<file path="src/rtl/ivd_pkg.sv">
package ivd_pkg;
  typedef enum logic [1:0] {
    SEL_MASK = 2'd0,
    SEL_DMA  = 2'd1,
    SEL_STAT = 2'd2,
    SEL_VEC  = 2'd3
  } reg_sel_e;
endpackage

</file>
<file path="src/rtl/ivd_regs.sv">
module ivd_regs #(
  parameter int DATA_W     = 16,
  parameter int MASK_W     = 5,
  parameter int RX_RDY_IDX = 3,
  parameter int TX_RDY_IDX = 4,
  parameter int RX_DMA_BIT = 15,
  parameter int TX_DMA_BIT = 7
) (
  input  logic              clk,
  input  logic              rst,
  input  logic              wr_en,
  input  logic [1:0]        wr_sel,
  input  logic [DATA_W-1:0] wr_data,
  output logic [MASK_W-1:0] mask_o,
  output logic              rx_en_o,
  output logic              tx_en_o,
  output logic              bad_o
);
  import ivd_pkg::*;

  logic [MASK_W-1:0] mask_q;
  logic              rx_en_q, tx_en_q, bad_q;
  logic [MASK_W-1:0] dma_kill;

  // mask bits handed over to DMA by a configuration write
  always_comb begin
    dma_kill = '0;
    if (wr_data[RX_DMA_BIT]) dma_kill[RX_RDY_IDX] = 1'b1;
    if (wr_data[TX_DMA_BIT]) dma_kill[TX_RDY_IDX] = 1'b1;
  end

  always_ff @(posedge clk) begin
    if (rst) begin
      mask_q  <= '0;
      rx_en_q <= 1'b0;
      tx_en_q <= 1'b0;
      bad_q   <= 1'b0;
    end else begin
      bad_q <= 1'b0;
      if (wr_en) begin
        unique case (reg_sel_e'(wr_sel))
          SEL_MASK: mask_q <= wr_data[MASK_W-1:0];
          SEL_DMA: begin
            rx_en_q <= wr_data[RX_DMA_BIT];
            tx_en_q <= wr_data[TX_DMA_BIT];
            mask_q  <= mask_q & ~dma_kill;
          end
          SEL_STAT, SEL_VEC: bad_q <= 1'b1;
          default: bad_q <= 1'b0;
        endcase
      end
    end
  end

  assign mask_o  = mask_q;
  assign rx_en_o = rx_en_q;
  assign tx_en_o = tx_en_q;
  assign bad_o   = bad_q;
endmodule

</file>
<file path="src/rtl/ivd_prio.sv">
module ivd_prio #(
  parameter int W     = 5,
  parameter int VEC_W = $clog2(W + 1)
) (
  input  logic [W-1:0]     pend,
  output logic [W-1:0]     first_o,
  output logic [VEC_W-1:0] index_o
);
  logic [W:0] seen;
  assign seen[0] = 1'b0;

  for (genvar i = 0; i < W; i++) begin : g_chain
    assign first_o[i]  = pend[i] & ~seen[i];
    assign seen[i + 1] = seen[i] | pend[i];
  end

  always_comb begin
    index_o = '0;
    for (int i = 0; i < W; i++) begin
      if (first_o[i]) index_o = VEC_W'(i + 1);
    end
  end
endmodule

</file>
<file path="src/rtl/ivd_outs.sv">
module ivd_outs #(
  parameter int MASK_W     = 5,
  parameter int RX_RDY_IDX = 3,
  parameter int TX_RDY_IDX = 4
) (
  input  logic              clk,
  input  logic              rst,
  input  logic [MASK_W-1:0] flags,
  input  logic [MASK_W-1:0] mask,
  input  logic              rx_en,
  input  logic              tx_en,
  output logic              irq_o,
  output logic              rx_req_o,
  output logic              tx_req_o
);
  logic irq_q, rx_q, tx_q;

  always_ff @(posedge clk) begin
    if (rst) begin
      irq_q <= 1'b0;
      rx_q  <= 1'b0;
      tx_q  <= 1'b0;
    end else begin
      irq_q <= |(flags & mask);
      rx_q  <= rx_en & flags[RX_RDY_IDX];
      tx_q  <= tx_en & flags[TX_RDY_IDX];
    end
  end

  assign irq_o    = irq_q;
  assign rx_req_o = rx_q;
  assign tx_req_o = tx_q;
endmodule

</file>
<file path="src/rtl/ivd_unit.sv">
module ivd_unit #(
  parameter int DATA_W     = 16,
  parameter int MASK_W     = 5,
  parameter int RX_RDY_IDX = 3,
  parameter int TX_RDY_IDX = 4,
  parameter int RX_DMA_BIT = 15,
  parameter int TX_DMA_BIT = 7
) (
  input  logic              clk,
  input  logic              rst,
  input  logic              rd_en,
  input  logic              wr_en,
  input  logic [1:0]        addr,
  input  logic [DATA_W-1:0] wr_data,
  output logic [DATA_W-1:0] rd_data,
  input  logic [DATA_W-1:0] status_i,
  output logic [DATA_W-1:0] clr_o,
  output logic              irq_o,
  output logic              dma_rx_req_o,
  output logic              dma_tx_req_o,
  output logic              bad_access_o
);
  import ivd_pkg::*;

  localparam int VEC_W = $clog2(MASK_W + 1);
  localparam int PAD_W = DATA_W - MASK_W;

  logic [MASK_W-1:0] mask_w;
  logic              rx_en_w, tx_en_w;
  logic [MASK_W-1:0] flags_w;
  logic [MASK_W-1:0] first_w;
  logic [VEC_W-1:0]  index_w;
  logic              vec_rd;
  logic [DATA_W-1:0] cfg_word;
  logic [DATA_W-1:0] rd_q;

  assign flags_w = status_i[MASK_W-1:0];
  assign vec_rd  = rd_en && (reg_sel_e'(addr) == SEL_VEC);

  ivd_regs #(
    .DATA_W(DATA_W), .MASK_W(MASK_W),
    .RX_RDY_IDX(RX_RDY_IDX), .TX_RDY_IDX(TX_RDY_IDX),
    .RX_DMA_BIT(RX_DMA_BIT), .TX_DMA_BIT(TX_DMA_BIT)
  ) u_regs (
    .clk(clk), .rst(rst), .wr_en(wr_en), .wr_sel(addr), .wr_data(wr_data),
    .mask_o(mask_w), .rx_en_o(rx_en_w), .tx_en_o(tx_en_w), .bad_o(bad_access_o)
  );

  ivd_prio #(.W(MASK_W), .VEC_W(VEC_W)) u_prio (
    .pend(flags_w & mask_w), .first_o(first_w), .index_o(index_w)
  );

  ivd_outs #(
    .MASK_W(MASK_W), .RX_RDY_IDX(RX_RDY_IDX), .TX_RDY_IDX(TX_RDY_IDX)
  ) u_outs (
    .clk(clk), .rst(rst), .flags(flags_w), .mask(mask_w),
    .rx_en(rx_en_w), .tx_en(tx_en_w),
    .irq_o(irq_o), .rx_req_o(dma_rx_req_o), .tx_req_o(dma_tx_req_o)
  );

  always_comb begin
    cfg_word             = '0;
    cfg_word[RX_DMA_BIT] = rx_en_w;
    cfg_word[TX_DMA_BIT] = tx_en_w;
  end

  // acknowledge exactly the reported event, in the strobe cycle
  assign clr_o = vec_rd ? {{PAD_W{1'b0}}, first_w} : '0;

  always_ff @(posedge clk) begin
    if (rst) begin
      rd_q <= '0;
    end else if (rd_en) begin
      unique case (reg_sel_e'(addr))
        SEL_MASK: rd_q <= {{PAD_W{1'b0}}, mask_w};
        SEL_DMA:  rd_q <= cfg_word;
        SEL_STAT: rd_q <= status_i;
        SEL_VEC:  rd_q <= DATA_W'(index_w);
        default:  rd_q <= '0;
      endcase
    end
  end

  assign rd_data = rd_q;
endmodule

</file>
<file path="config.mk">
export PLATFORM = sky130hd
export DESIGN_NAME = ivd_unit
export DESIGN_NICKNAME = d
export VERILOG_FILES = /design/src/rtl/ivd_pkg.sv /design/src/rtl/ivd_regs.sv /design/src/rtl/ivd_prio.sv /design/src/rtl/ivd_outs.sv /design/src/rtl/ivd_unit.sv
export SDC_FILE = /design/constraint.sdc
export NUM_CORES = 1
export LEC_CHECK = 0
export BUFFER_PORTS_ARGS = -buffer_cell sky130_fd_sc_hd__buf_4
export CORE_MARGIN = 2
export CORE_UTILIZATION = 35
export DETAILED_ROUTE_END_ITERATION = 6
export PLACE_DENSITY = 0.66
export SLEW_MARGIN = 5
export SYNTH_ARGS = -nofsm -noshare
export SYNTH_HDL_FRONTEND = slang
export SYNTH_SLANG_ARGS = --single-unit
</file>
<file path="constraint.sdc">
create_clock -name clk -period 1.4 [get_ports clk]
set_clock_uncertainty 0.2 [all_clocks]
set_input_delay 0.07 -clock clk [delete_from_list [all_inputs] [get_ports clk]]
set_output_delay 0.07 -clock clk [all_outputs]
set_load 0.005 [all_outputs]
</file>
* Yosys cells after proc, flatten, opt, wreduce, memory -nomap -nowiden
Index checks and enable logic that the tools add are counted.
** Word-level totals
- Bits of input ports :: 38
- Logic and storage cells :: 47
- Flip-flop bits (word level) :: 27
- Output and inout bits :: 36
** Operators by class
- Equality and inequality tests :: 3
- Mux-type cells :: 11
- Reduce and logical (&&, ||, !) cells :: 8
- Bitwise gates (word level) :: 17
** Operators by type and width (number)
- one-hot mux 16 bit (4 select lines) :: 1
- 2-to-1 mux 3 bit :: 4
- AND 5 bit :: 2
- one-hot mux 5 bit (2 select lines) :: 1
- AND 1 bit :: 6
- 2-to-1 mux 5 bit :: 1
- NOT 1 bit :: 5
- NOT 5 bit :: 1
- OR reduction 5 bit :: 1
- == test 2 bit, second input constant :: 2
- 2-to-1 mux 1 bit :: 4
- AND reduction 2 bit :: 2
- OR reduction 2 bit :: 2
- OR 1 bit :: 3
- == test 2 x 1 -> 1 bit, second input constant :: 1
- zero test 2 bit :: 1
- nonzero test 2 bit :: 1
- logical AND 1 bit :: 1

* Depth between registers and ports, before layout
- Depth after elaboration :: 8
- Mapped depth :: 6
- Mapped depth without buffers :: 4

* Cells and area by module
A second synthesis with hierarchy kept.
** Unflattened totals
- Cell total of the unflattened synthesis :: 159
- Area, all modules :: 1380.1 µm²
** By module, submodules not included
- ivd_unit :: instances 1, cells an instance 105, seq. area each 320.3 µm², area an instance 892.1 µm²
- ivd_regs :: instances 1, cells an instance 32, seq. area each 160.2 µm², area an instance 314.1 µm²
- ivd_outs :: instances 1, cells an instance 10, seq. area each 60.1 µm², area an instance 97.6 µm²
- ivd_prio :: instances 1, cells an instance 12, seq. area each 0.0 µm², area an instance 76.3 µm²

* Least setup slack after synthesis
No wires, ideal clock.
- Path type :: register to register
- From :: reg u_regs.mask_q[1], in the netlist u_regs.mask_o[1]
- To :: reg rd_q[2], in the netlist rd_data[2]
- Path slack :: 196 ps
- Cell stages (with the launch flop) :: 5
- Arrival time :: 931 ps
- Setup time :: 73 ps
- Clock period less this slack :: 1204 ps
- Data required time :: 1127 ps
- Cell sequence :: dfxtp_1 a22oi_1 and2_1 a41oi_1 nor3_2
** Between the ends
- Longest elaborated chain between the ends :: 8
** RTL lines
- start: declaration :: line ivd_regs.sv:21 : logic [MASK_W-1:0] mask_q;
- start signal: assignment :: line ivd_regs.sv:42 : SEL_MASK: mask_q <= wr_data[MASK_W-1:0];
- start signal: assignment :: line ivd_regs.sv:46 : mask_q <= mask_q & ~dma_kill;
- AND 5 bit (*) :: line ivd_unit.sv:50 : .pend(flags_w & mask_w), .first_o(first_w), .index_o(index_w)
- OR 1 bit (*) :: line ivd_prio.sv:14 : assign seen[i + 1] = seen[i] | pend[i];
- NOT 1 bit / OR 1 bit (equally long branches) :: line ivd_prio.sv:13, ivd_prio.sv:14
- AND 1 bit, or another cell as far along :: line ivd_prio.sv:13 : assign first_o[i] = pend[i] & ~seen[i];
- 2-to-1 mux 3 bit, or another cell as far along :: line ivd_prio.sv:20 : if (first_o[i]) index_o = VEC_W'(i + 1);
- 2-to-1 mux 3 bit / AND 1 bit (equally long branches) :: line ivd_prio.sv:20, ivd_prio.sv:13
- 2-to-1 mux 3 bit (*) :: line ivd_prio.sv:20
- one-hot mux 16 bit (4 select lines) (*) :: line ivd_unit.sv:74 : unique case (reg_sel_e'(addr))
- end signal: assignment :: line ivd_unit.sv:75 : SEL_MASK: rd_q <= {{PAD_W{1'b0}}, mask_w};
- end signal: assignment :: line ivd_unit.sv:76 : SEL_DMA: rd_q <= cfg_word;
- end signal: assignment :: line ivd_unit.sv:77 : SEL_STAT: rd_q <= status_i;
- end: declaration :: line ivd_unit.sv:35 : logic [DATA_W-1:0] rd_q;
Mark *: on every way between the ends. The rest lies on a longest branch, timed or not.
A chain may end at the register's enable or synchronous reset.

* Worst setup path after layout
- From :: reg u_regs.mask_q[1], in the netlist u_regs.mask_o[1]
- To :: out clr_o[3]
** Between the ends
- Longest elaborated chain between the ends :: 6
** RTL lines
- AND 5 bit :: line ivd_unit.sv:50
- OR 1 bit (2 in a row) :: line ivd_prio.sv:14
- NOT 1 bit :: line ivd_prio.sv:13
- AND 1 bit :: line ivd_prio.sv:13
- 2-to-1 mux 5 bit :: line ivd_unit.sv:68 : assign clr_o = vec_rd ? {{PAD_W{1'b0}}, first_w} : '0;
- end: declaration :: line ivd_unit.sv:17 : output logic [DATA_W-1:0] clr_o,
Every way passes these cells.

==> flow_summary.json <==
{
  "gr-usage-met2_pct": 30.54,
  "yosys.area_share.simple_pct": 25.58,
  "ys_seq_elements": 27,
  "hold_violations": 1,
  "hp-class": "input pin to flip-flop",
  "ys_async_sr_fraction_pct": 0,
  "path_class": "flip-flop to output pin",
  "initial_core_util_pct": 35.81,
  "clk_latency_ns": 0.28,
  "rrSetupSlack_ns": -0.05,
  "antenna_found_initial": 0,
  "final_common_cell": "buf_4",
  "synth_edf_count": 0,
  "period_needed_ns": 1.642,
  "final_nets": 276,
  "worst_hold_slack_ns": -0.004722,
  "whs_path_depth": 4,
  "fin_crit_sh_pct": 117.3,
  "cts_sinks": 27,
  "die_w_um": 64.74,
  "antenna_cells": 0,
  "drc_errors": 0,
  "core_sq_um": 3606,
  "synth-seq-area-share_pct": 41.86,
  "grt_use_met3_pct": 1.563,
  "ios": 74,
  "multi_input_area_sq_um": 695.7,
  "ys_warn_count": 0,
  "yosys.area_share.xor_xnor_pct": 0,
  "first_iter_violations": 45,
  "design_area_sq_um": 2073,
  "numCtsBuffers": 3,
  "syn-cell-area_sq_um": 1291,
  "startpoint": "u_regs.mask_o[1]",
  "r2r_cells": 6,
  "rows": 22,
  "gp_congestion": 0.7634,
  "grt_use_met1_pct": 21.95,
  "crit_fanout": 2,
  "seq_area_sq_um": 546.8,
  "grt_max_degree": 28,
  "power.density_nw_per_um2": 760.0,
  "gr-total-overflow": 0,
  "dpl_cell_area_sq_um": 1684,
  "die_h_um": 64.74,
  "wirelength_um": 3529,
  "top_usage_layer": "met2",
  "drive_above_1_share_pct": 34.18,
  "cts-root-buf": "clkbuf_8",
  "yosysTopAreaCellShare_pct": 41.86,
  "fill_cells": 345,
  "cap_violations": 0,
  "outcome": "finished, violations left",
  "die_area_sq_um": 4191,
  "wl_per_cell_um": 12.38,
  "syn_area_per_cell_sq_um": 8.277,
  "final_cell_mix": "buf_4 (60), dlygate4sd3_1 (26), nor2_1 (25)",
  "failed_checks": "hold timing, setup timing",
  "synth_compound_area_share_pct": 14.24,
  "maxSlewViolCount": 0,
  "netlist_instances": 156,
  "vias_per_cell": 4.579,
  "crit_end": "clr_o[3]",
  "power_leakage_nw": 0.9312,
  "cp-start-kind": "flip-flop",
  "synth.distinct_cells": 30,
  "yosys.area_share.adder_pct": 0,
  "r2r_start": "u_regs.mask_o[1]",
  "synth_top_family_by_area": "simple AND/OR/NAND/NOR gates",
  "finalSetupViolations": 4,
  "irDropWorstVdd_mv": 0.3341,
  "cts_tree": "done",
  "muxShareOfSynthArea_pct": 7.752,
  "fmax_mhz": 608.9,
  "critPathCaptureType": "output pin",
  "cts.path.max_buffers": 2,
  "grt.total_usage_pct": 17.26,
  "synthFlopType": "dfxtp_1",
  "rsz0062_at_grt": "yes",
  "grt_pass1_wl_um": 5589,
  "setup_ws_ns": -0.2422,
  "synth.largest_area_cell": "dfxtp_1",
  "dp_hpwl_um": 2288,
  "vias": 1305,
  "rr_endpoint": "rd_data[2]",
  "cts_max_level": 1,
  "port_buffers": 53,
  "ys_top_cells_by_area": "dfxtp_1 (42%), nor2_1 (7.8%), mux2i_1 (7.8%), buf_4 (7.0%), a21oi_1 (6.2%)",
  "crit_required_ns": 1.13,
  "syn_to_final_growth_pct": 60.56,
  "cts.clk_slew.worst_paths_ns": 0.09,
  "ant_nets": 0,
  "firstDrtPassIters": 4,
  "cp_data_arrival_time_ns": 1.37,
  "setup_tns_ns": -0.5721,
  "grt_pass1_vias": 1212
}
-- report_power, final --
part           total, W  switching [W]  internal (W)
clock network  0.000460       0.000258      0.000203
registers      0.000807      0.0000145      0.000792
logic          0.000309       0.000132      0.000177
-- synth_stat cells, drive strengths merged, types with 3 or more instances --
cell,instances
nor2,28
dfxtp,27
buf,18
a21oi,16
nand2,14
nor2b,13
mux2i,10
o21ai,6
a22oi,3
nand3,3
-- worst min path at each step --
stage | endpoint | start
floorplan | u_outs.rx_req_o | status_i[3]
global placement | rd_data[11] | status_i[11]
detailed placement | rd_data[14] | status_i[14]
CTS | rd_data[3] | status_i[3]
global route | rd_data[2] | rd_en
finish | rd_data[2] | rd_en
-- final cells by class --
type	count	share of cell area [%]
repair buffers	87	34.82
clock buffers	3	1.992
well taps	48	2.897
clock inverters	1	0.3621
flip-flops and latches	27	26.37
multi-input cells	119	33.55
-- critical path, cell delays in order, from the launching register on --
cell and delay (ns):
dfxtp_2 0.34, a22oi_2 0.21, and2_4 0.18, nand4_1 0.09, nor2_1 0.15, buf_4 0.13
-- repair_timing --
| item | 4_1_cts | 5_1_grt |
|---|---|---|
| pin swaps | 5 | 6 |
| endpoints found under the setup margin | 5 | 6 |
| hold endpoints to repair | 27 | 0 |
| gates resized for setup | 10 | 5 |
| setup buffers | 3 | 1 |
| hold buffers | 26 | 0 |
-- metrics by stage --
| step | setup WS [ns] | cells | total power, W | util, % |
|---|---|---|---|---|
| CTS | -0.2169 | 284 | 0.001577 | 56.90 |
| finish | -0.2422 | 285 | 0.001576 | 57.49 |
| detailed placement | 0.01366 | 251 | 0.001057 | 46.70 |
| global route | -0.2942 | 285 | 0.001650 | 57.49 |
| floorplan | 0.1956 | 166 | 0.0009622 | - |
| global placement | 0.02749 | 251 | 0.001055 | 46.70 |
-- state kept, by name, summed over array words and instances (netlist names) --
signal / cells
rd_data: 16
u_regs.tx_en_o: 1
u_outs.irq_o: 1
u_regs.mask_o: 5
u_outs.rx_req_o: 1
u_outs.tx_req_o: 1
u_regs.bad_o: 1
u_regs.rx_en_o: 1
-- per-layer routing --
metal  up-vias  share of wire [%]
li1        662                  -
met1       607                 45
met2        31                 51
met3         5                3.0
met4         0                1.4
met5         -                  0
-- cell families (layout without fill, tap and decap cells) --
| logic type | Yosys count | count (layout) |
|---|---|---|
| other | 1 | 11 |
| muxes | 10 | 10 |
| AOI/OAI and AO/OA | 31 | 31 |
| DFF | 27 | 27 |
| buffers and inverters | 20 | 91 |
| and+or+nand+nor | 67 | 67 |
Power figures use the tool's default switching activity.
